[config.mk]
export PLATFORM = sky130hd
export DESIGN_NAME = pcipm_state_ctrl
export DESIGN_NICKNAME = d
export VERILOG_FILES = /design/src/rtl/pcipm_pkg.sv /design/src/rtl/pcipm_rst_sync.sv /design/src/rtl/pcipm_state_fsm.sv /design/src/rtl/pcipm_wake_ctrl.sv /design/src/rtl/pcipm_bus_gate.sv /design/src/rtl/pcipm_state_ctrl.sv
export SDC_FILE = /design/constraint.sdc
export NUM_CORES = 1
export LEC_CHECK = 0
export BUFFER_PORTS_ARGS = -buffer_cell sky130_fd_sc_hd__buf_2
export CORE_AREA = 2 2 39 41
export CTS_BUF_LIST = sky130_fd_sc_hd__clkbuf_16
export CTS_CLUSTER_DIAMETER = 30
export CTS_CLUSTER_SIZE = 30
export DETAILED_ROUTE_END_ITERATION = 16
export DIE_AREA = 0 0 41 43
export PLACE_DENSITY = 0.64
export RECOVER_POWER = 100
export SETUP_SLACK_MARGIN = 0.15
export SYNTH_ARGS = -nofsm -noshare
export SYNTH_HDL_FRONTEND = slang
export SYNTH_SLANG_ARGS = --single-unit
[constraint.sdc]
create_clock -name clk -period 2.1 [get_ports clk]
set_input_delay 0.105 -clock clk [delete_from_list [all_inputs] [get_ports clk]]
set_output_delay 0.105 -clock clk [all_outputs]
set_load 0.01 [all_outputs]
[src/rtl/pcipm_pkg.sv]
package pcipm_pkg;
  localparam int PS_W    = 3;
  localparam int REQ_W   = 3;
  localparam int NUM_BAR = 3;

  typedef enum logic [PS_W-1:0] {
    PS_D0U = 3'd0,
    PS_D0A = 3'd1,
    PS_D1  = 3'd2,
    PS_D2  = 3'd3,
    PS_D3  = 3'd4
  } pwr_state_e;

  localparam logic [REQ_W-1:0] REQ_D0 = 3'd0;
  localparam logic [REQ_W-1:0] REQ_D1 = 3'd1;
  localparam logic [REQ_W-1:0] REQ_D2 = 3'd2;
  localparam logic [REQ_W-1:0] REQ_D3 = 3'd3;

  function automatic logic is_low_power(input pwr_state_e s);
    return (s == PS_D1) || (s == PS_D2) || (s == PS_D3);
  endfunction
endpackage

[src/rtl/pcipm_rst_sync.sv]
module pcipm_rst_sync #(
  parameter int STAGES = 2
) (
  input  logic clk,
  input  logic arst_n,
  output logic rst_n_o
);
  logic [STAGES-1:0] sync_q;

  always_ff @(posedge clk or negedge arst_n) begin
    if (!arst_n) sync_q <= '0;
    else         sync_q <= {sync_q[STAGES-2:0], 1'b1};
  end

  assign rst_n_o = sync_q[STAGES-1];
endmodule

[src/rtl/pcipm_state_fsm.sv]
module pcipm_state_fsm
  import pcipm_pkg::*;
#(
  parameter int N_BAR = NUM_BAR
) (
  input  logic              clk,
  input  logic              rst_n,
  input  logic              ps_wr_en,
  input  logic [REQ_W-1:0]  ps_wr_val,
  input  logic [N_BAR-1:0]  bar_wr_en,
  input  logic              bar_wr_nonzero,
  output pwr_state_e        state_o
);
  localparam int REQ_MAX = 3;

  pwr_state_e       state_q, state_d;
  logic [N_BAR-1:0] prog_q, prog_d;
  logic             prog_en;
  logic             req_valid;
  logic             any_prog_d;

  // per-register programmed flag, last written value decides
  for (genvar i = 0; i < N_BAR; i++) begin : g_bar
    always_comb begin
      prog_d[i] = prog_q[i];
      if (bar_wr_en[i]) prog_d[i] = bar_wr_nonzero;
    end
  end

  assign prog_en    = |bar_wr_en;
  assign any_prog_d = |prog_d;
  assign req_valid  = ps_wr_en && (int'(ps_wr_val) <= REQ_MAX);

  always_comb begin
    state_d = state_q;
    if (req_valid) begin
      unique case (ps_wr_val)
        REQ_D0:  state_d = ((state_q == PS_D0A) || any_prog_d) ? PS_D0A : PS_D0U;
        REQ_D1:  state_d = PS_D1;
        REQ_D2:  state_d = PS_D2;
        REQ_D3:  state_d = PS_D3;
        default: state_d = state_q;
      endcase
    end else if ((state_q == PS_D0U) && any_prog_d) begin
      state_d = PS_D0A;
    end
  end

  always_ff @(posedge clk or negedge rst_n) begin
    if (!rst_n)       prog_q <= '0;
    else if (prog_en) prog_q <= prog_d;
  end

  always_ff @(posedge clk or negedge rst_n) begin
    if (!rst_n) state_q <= PS_D0U;
    else        state_q <= state_d;
  end

  assign state_o = state_q;
endmodule

[src/rtl/pcipm_wake_ctrl.sv]
module pcipm_wake_ctrl
  import pcipm_pkg::*;
(
  input  logic       clk,
  input  logic       rst_n,
  input  pwr_state_e state,
  input  logic       wake_pkt,
  input  logic       link_chg,
  input  logic       pme_en,
  input  logic       pme_sts_clr,
  output logic       pme_sts,
  output logic       pme_n
);
  logic sts_q, sts_d, sts_en, wake_set;

  assign wake_set = (is_low_power(state) && (wake_pkt || link_chg))
                 || ((state == PS_D0A) && link_chg);
  assign sts_en   = wake_set || pme_sts_clr;

  always_comb begin
    sts_d = sts_q;
    if (pme_sts_clr) sts_d = 1'b0;
    if (wake_set)    sts_d = 1'b1;
  end

  always_ff @(posedge clk or negedge rst_n) begin
    if (!rst_n)      sts_q <= 1'b0;
    else if (sts_en) sts_q <= sts_d;
  end

  assign pme_sts = sts_q;
  assign pme_n   = ~(sts_q & pme_en);
endmodule

[src/rtl/pcipm_bus_gate.sv]
module pcipm_bus_gate
  import pcipm_pkg::*;
(
  input  pwr_state_e state,
  input  logic       cfg_acc,
  input  logic       mem_acc,
  output logic       acc_ok,
  output logic       bm_en,
  output logic       irq_en
);
  logic in_d0, active;

  assign in_d0  = (state == PS_D0U) || (state == PS_D0A);
  assign active = (state == PS_D0A);
  assign acc_ok = cfg_acc || (mem_acc && in_d0);
  assign bm_en  = active;
  assign irq_en = active;
endmodule

[src/rtl/pcipm_state_ctrl.sv]
module pcipm_state_ctrl
  import pcipm_pkg::*;
#(
  parameter int RST_STAGES = 2
) (
  input  logic               clk,
  input  logic               rst_n,
  input  logic               ps_wr_en,
  input  logic [REQ_W-1:0]   ps_wr_val,
  input  logic [NUM_BAR-1:0] bar_wr_en,
  input  logic               bar_wr_nonzero,
  input  logic               cfg_acc,
  input  logic               mem_acc,
  input  logic               wake_pkt,
  input  logic               link_chg,
  input  logic               pme_en,
  input  logic               pme_sts_clr,
  output logic [PS_W-1:0]    pwr_state,
  output logic               bm_en,
  output logic               irq_en,
  output logic               acc_ok,
  output logic               pme_sts,
  output logic               pme_n
);
  logic       rst_sync_n;
  pwr_state_e cur_state;

  pcipm_rst_sync #(.STAGES(RST_STAGES)) u_rst (
    .clk     (clk),
    .arst_n  (rst_n),
    .rst_n_o (rst_sync_n)
  );

  pcipm_state_fsm #(.N_BAR(NUM_BAR)) u_fsm (
    .clk            (clk),
    .rst_n          (rst_sync_n),
    .ps_wr_en       (ps_wr_en),
    .ps_wr_val      (ps_wr_val),
    .bar_wr_en      (bar_wr_en),
    .bar_wr_nonzero (bar_wr_nonzero),
    .state_o        (cur_state)
  );

  pcipm_wake_ctrl u_wake (
    .clk         (clk),
    .rst_n       (rst_sync_n),
    .state       (cur_state),
    .wake_pkt    (wake_pkt),
    .link_chg    (link_chg),
    .pme_en      (pme_en),
    .pme_sts_clr (pme_sts_clr),
    .pme_sts     (pme_sts),
    .pme_n       (pme_n)
  );

  pcipm_bus_gate u_gate (
    .state   (cur_state),
    .cfg_acc (cfg_acc),
    .mem_acc (mem_acc),
    .acc_ok  (acc_ok),
    .bm_en   (bm_en),
    .irq_en  (irq_en)
  );

  assign pwr_state = cur_state;
endmodule

==> flow_summary.html <==
<table>
<tr><th>Metric</th><th>Value</th></tr>
<tr><th colspan="2">Power</th></tr>
<tr><td>Internal portion of total power</td><td>489 uW</td></tr>
<tr><td>Peak ir drop on the vdd network</td><td>926 uV</td></tr>
<tr><td>Part of the total power dissipated in combinational logic</td><td>16.2%</td></tr>
<tr><td>Net switching share of the total power</td><td>24.2%</td></tr>
<tr><td>Leakage Power</td><td>0.000310 uW</td></tr>
<tr><td>Fraction of power consumed by sequential logic</td><td>33.3%</td></tr>
<tr><td>Net switching power</td><td>156 uW</td></tr>
<tr><td>Pwr per Cell Area</td><td>1030 nW/um^2</td></tr>
<tr><td>Clock network power share</td><td>50.6%</td></tr>
<tr><th colspan="2">Layout</th></tr>
<tr><td>Layout Utilization</td><td>45.1%</td></tr>
<tr><td>Signed area change from the synthesized netlist to the final layout</td><td>46.3%</td></tr>
<tr><td>Most frequent cells in the layout</td><td>buf_2, nand2_1, clkbuf_1, dfrtp_1, o21ai_0</td></tr>
<tr><td>Most common cell after layout, fill and taps aside</td><td>buf_2</td></tr>
<tr><td>Flip-flop and latch area</td><td>225 sq um</td></tr>
<tr><td>Total inserted antenna cells</td><td>0</td></tr>
<tr><td>Fraction of final layout cells sized beyond drive strength 1</td><td>27.4%</td></tr>
<tr><td>Multi-input gate area</td><td>174 sq um</td></tr>
<tr><td>Filler Cell Count</td><td>155</td></tr>
<tr><td>Final-stage net count</td><td>90</td></tr>
<tr><th colspan="2">Setup path</th></tr>
<tr><td>Source of the critical timing path</td><td>u_fsm.state_o[2]$_DFFE_PN0P_</td></tr>
<tr><td>Largest driver fanout on the critical path</td><td>5</td></tr>
<tr><td>Critical path required time</td><td>2000 ps</td></tr>
<tr><td>Setup crit end kind</td><td>output port</td></tr>
<tr><td>Slowest stage cell on the critical path</td><td>dfrtp_1</td></tr>
<tr><td>R2R setup slack</td><td>930 ps</td></tr>
<tr><td>Source of the worst register-to-register timing path</td><td>u_fsm.state_o[2]$_DFFE_PN0P_</td></tr>
<tr><td>Worst-path cell chain</td><td>nor2_1, a21o_1, clkbuf_1</td></tr>
<tr><td>Worst r2r path cells</td><td>4</td></tr>
<tr><td>Max incr delay on CP</td><td>410 ps</td></tr>
<tr><td>Critical Path Start Type</td><td>flip-flop</td></tr>
<tr><td>End of the worst register-to-register path</td><td>u_fsm.state_o[0]$_DFFE_PN0P_</td></tr>
<tr><td>Worst setup path category</td><td>reg2out</td></tr>
<tr><td>Crit path arrival time</td><td>1170 ps</td></tr>
<tr><th colspan="2">Synthesis</th></tr>
<tr><td>Most used flip-flop cell after synthesis</td><td>dfrtp_1</td></tr>
<tr><td>Flip-flop and latch count after synthesis</td><td>9</td></tr>
<tr><td>Simple-Gate Fraction of Synth Area</td><td>21.1%</td></tr>
<tr><td>Fraction of the mapped netlist area in compound gates</td><td>18.8%</td></tr>
<tr><td>Combinational family with the most area after synthesis</td><td>simple AND/OR/NAND/NOR gates</td></tr>
<tr><td>Leading post-synthesis cells by cell area</td><td>dfrtp_1, nand2_1, o21ai_0</td></tr>
<tr><td>Library cell occupying the most area in the post-synthesis netlist</td><td>dfrtp_1</td></tr>
<tr><td>Number of distinct standard cells referenced by the synthesized netlist</td><td>19</td></tr>
<tr><td>Post-Synthesis Mean Instance Area</td><td>9.28 sq um</td></tr>
<tr><td>Part of the Yosys area used for sequential elements</td><td>52.8%</td></tr>
<tr><td>Proportion of synthesized area in mux cells</td><td>0%</td></tr>
<tr><td>Warnings from Yosys</td><td>0</td></tr>
<tr><td>Synthesized-area fraction occupied by adder cells</td><td>0%</td></tr>
<tr><td>Mapped Area</td><td>427 sq um</td></tr>
<tr><td>Number of synthesized flops with an enable pin</td><td>0</td></tr>
<tr><td>Mapped Cells</td><td>46</td></tr>
<tr><td>Post-synthesis net count</td><td>62</td></tr>
<tr><td>Async SR Flop Fraction</td><td>100%</td></tr>
<tr><td>Proportion of netlist area held by the largest area contributor</td><td>52.8%</td></tr>
<tr><td>Parity-gate share of the synthesized area counting xor and xnor cells</td><td>2.05%</td></tr>
<tr><th colspan="2">Clock network</th></tr>
<tr><td>Clock latency of the later-clocked register in the worst-skew pair</td><td>230 ps</td></tr>
<tr><td>Clock root cell</td><td>clkbuf_16</td></tr>
<tr><td>Deepest level of the CTS H-tree</td><td>1</td></tr>
<tr><td>Maximum buffer depth of the clock tree</td><td>2</td></tr>
<tr><td>TritonCTS sink count</td><td>9</td></tr>
<tr><td>TritonCTS clock tree</td><td>yes</td></tr>
<tr><td>Clock input transition at the sequential cells of the worst setup and hold paths</td><td>40 ps</td></tr>
<tr><td>TritonCTS buffer count</td><td>3</td></tr>
<tr><th colspan="2">STA</th></tr>
<tr><td>Fin Setup TNS</td><td>0 ps</td></tr>
<tr><td>Worst clock skew on the final layout</td><td>0.354 ps</td></tr>
<tr><td>Final worst path period share</td><td>60.6%</td></tr>
<tr><td>Setup-violating endpoint count in the final report</td><td>0</td></tr>
<tr><td>Highest achievable clock rate</td><td>786 MHz</td></tr>
<tr><td>Number of slew-limit violations in the final report</td><td>0</td></tr>
<tr><td>Hold violation total from the final report</td><td>0</td></tr>
<tr><td>Unrepaired setup endpoints after global routing</td><td>no</td></tr>
<tr><td>Post-layout minimum cycle time</td><td>1270 ps</td></tr>
<tr><th colspan="2">Global route</th></tr>
<tr><td>Maximum number of pins on one net before global-route repair</td><td>9</td></tr>
<tr><td>Global route total overflow</td><td>0</td></tr>
<tr><td>Overall routing resource usage</td><td>12.1%</td></tr>
<tr><td>Number of antenna violations at the first check in global routing</td><td>0</td></tr>
<tr><td>Global-route wire length before repair</td><td>1370 microns</td></tr>
<tr><td>Via count of the first global-routing pass</td><td>331</td></tr>
<tr><th colspan="2">Die</th></tr>
<tr><td>Starting density of the core</td><td>30.8%</td></tr>
<tr><td>Ports placed on the boundary</td><td>24</td></tr>
<tr><td>Std cell rows</td><td>14</td></tr>
<tr><td>Horiz. Die Dim</td><td>41 microns</td></tr>
<tr><td>Die area</td><td>1760 sq um</td></tr>
<tr><td>Die height</td><td>43 microns</td></tr>
<tr><td>Core ar.</td><td>1380 sq um</td></tr>
<tr><th colspan="2">Routing</th></tr>
<tr><td>Number of vias per cell after detailed routing</td><td>4.42</td></tr>
<tr><td>Detailed-route wire length</td><td>869 microns</td></tr>
<tr><td>Drt initial violations</td><td>5</td></tr>
<tr><td>Remaining routing DRC violations</td><td>0</td></tr>
<tr><td>Overall via count from detail_route</td><td>393</td></tr>
<tr><td>Detailed-route wire length per cell</td><td>9.76 microns</td></tr>
<tr><td>Post-route antenna net violation count</td><td>0</td></tr>
<tr><td>Number of detailed-routing iterations run before antenna repair</td><td>2</td></tr>
<tr><th colspan="2">Placement</th></tr>
<tr><td>Post-DP HPWL</td><td>681 microns</td></tr>
<tr><td>Port buffer count</td><td>23</td></tr>
<tr><td>Placer's final routability congestion estimate</td><td>0.757</td></tr>
<tr><th colspan="2">Flow run</th></tr>
<tr><td>Max-cap violations</td><td>0</td></tr>
<tr><th colspan="2">Outcome</th></tr>
<tr><td>Status</td><td>finished, final reports clean</td></tr>
<tr><th colspan="2">Min path</th></tr>
<tr><td>Worst hold endpoint</td><td>u_wake.pme_sts$_DFFE_PN0P_</td></tr>
<tr><td>Number of cells traversed by the worst hold path</td><td>2</td></tr>
<tr><td>Startpoint of the worst hold path</td><td>pme_sts_clr</td></tr>
<tr><td>Hold crit path type</td><td>in2reg</td></tr>
</table>
## what timing repair did
action	4_1_cts	5_1_grt
buffers inserted	0	0
endpoints found under the hold margin	2	0
gates resized for setup	0	0
hold buffers	1	0
## kinds of logic (layout without fill, tap and decap cells)
group,Yosys count,count (layout)
DFF,9,9
buffers and inverters,4,31
xor gates and xnor gates,1,1
other,1,1
and+or+nand+nor,19,19
AOI/OAI and AO/OA,12,12
## power groups by stage
stage | Clock, uW | Sequential [uW] | Combinational [uW]
floorplan | 0 | 221 | 59.1
global placement | 0 | 217 | 110
detailed placement | 0 | 218 | 111
CTS | 333 | 216 | 115
global route | 345 | 219 | 119
finish | 327 | 215 | 104
## flip-flops by register name, indices dropped and copies added, names as in the netlist
signal          cells
u_fsm.state_o       3
u_fsm.prog_q        3
u_wake.pme_sts      1
u_rst.sync_q        2
## through the flow
step | cell area, sq um | setup slack [ps] | total power, uW | hold slack [ps] | instances
final | 624 | 827 | 646 | 83.2 | 89
after global routing | 624 | 727 | 682 | 90.0 | 89
after CTS | 644 | 887 | 665 | 96.8 | 89
after detailed placement | 554 | 1060 | 329 | -108 | 84
after global placement | 554 | 1090 | 328 | -109 | 84
after floorplan | 427 | 972 | 281 | -191 | 46
## worst max-delay path: cells and delay by family (launching register included)
| family | cells | cell delay, ps |
|---|---|---|
| simple gates | 1 | 240 |
| compound gates | 1 | 150 |
| buf+inv | 1 | 140 |
| flops | 1 | 410 |
## layer usage
layer / wire length (microns) / up-vias / global-route usage (%) / share of wire (%)
met1: 353 / 180 / 14.0 / 41
li1: - / 205 / - / -
met2: 465 / 8 / 18.4 / 54
met4: 0 / 0 / 2.00 / 0
met3: 50 / 0 / 7.85 / 5.8
met5: 0 / - / 0 / 0
## Yosys cell counts, types with 2 or more instances
library cell,n
nand2b_1,3
o21ai_0,6
dfrtp_1,9
nand2_1,12
inv_1,2
## worst max path at each step
stage,endpoint,slack (ps)
detailed placement,u_fsm.state_o[0]$_DFFE_PN0P_,1060
CTS,acc_ok,890
floorplan,irq_en,970
global placement,u_fsm.state_o[0]$_DFFE_PN0P_,1090
global route,acc_ok,730
finish,acc_ok,830
## final cells by class
class,count,share of cell area (%)
clock inverters,1,0.802
multi-input cells,33,27.9
well taps,16,3.21
clock buffers,3,12.0
flip-flops and latches,9,36.1
repair buffers,24,18.2
inverters,3,1.80
Power figures use the tool's default switching activity.
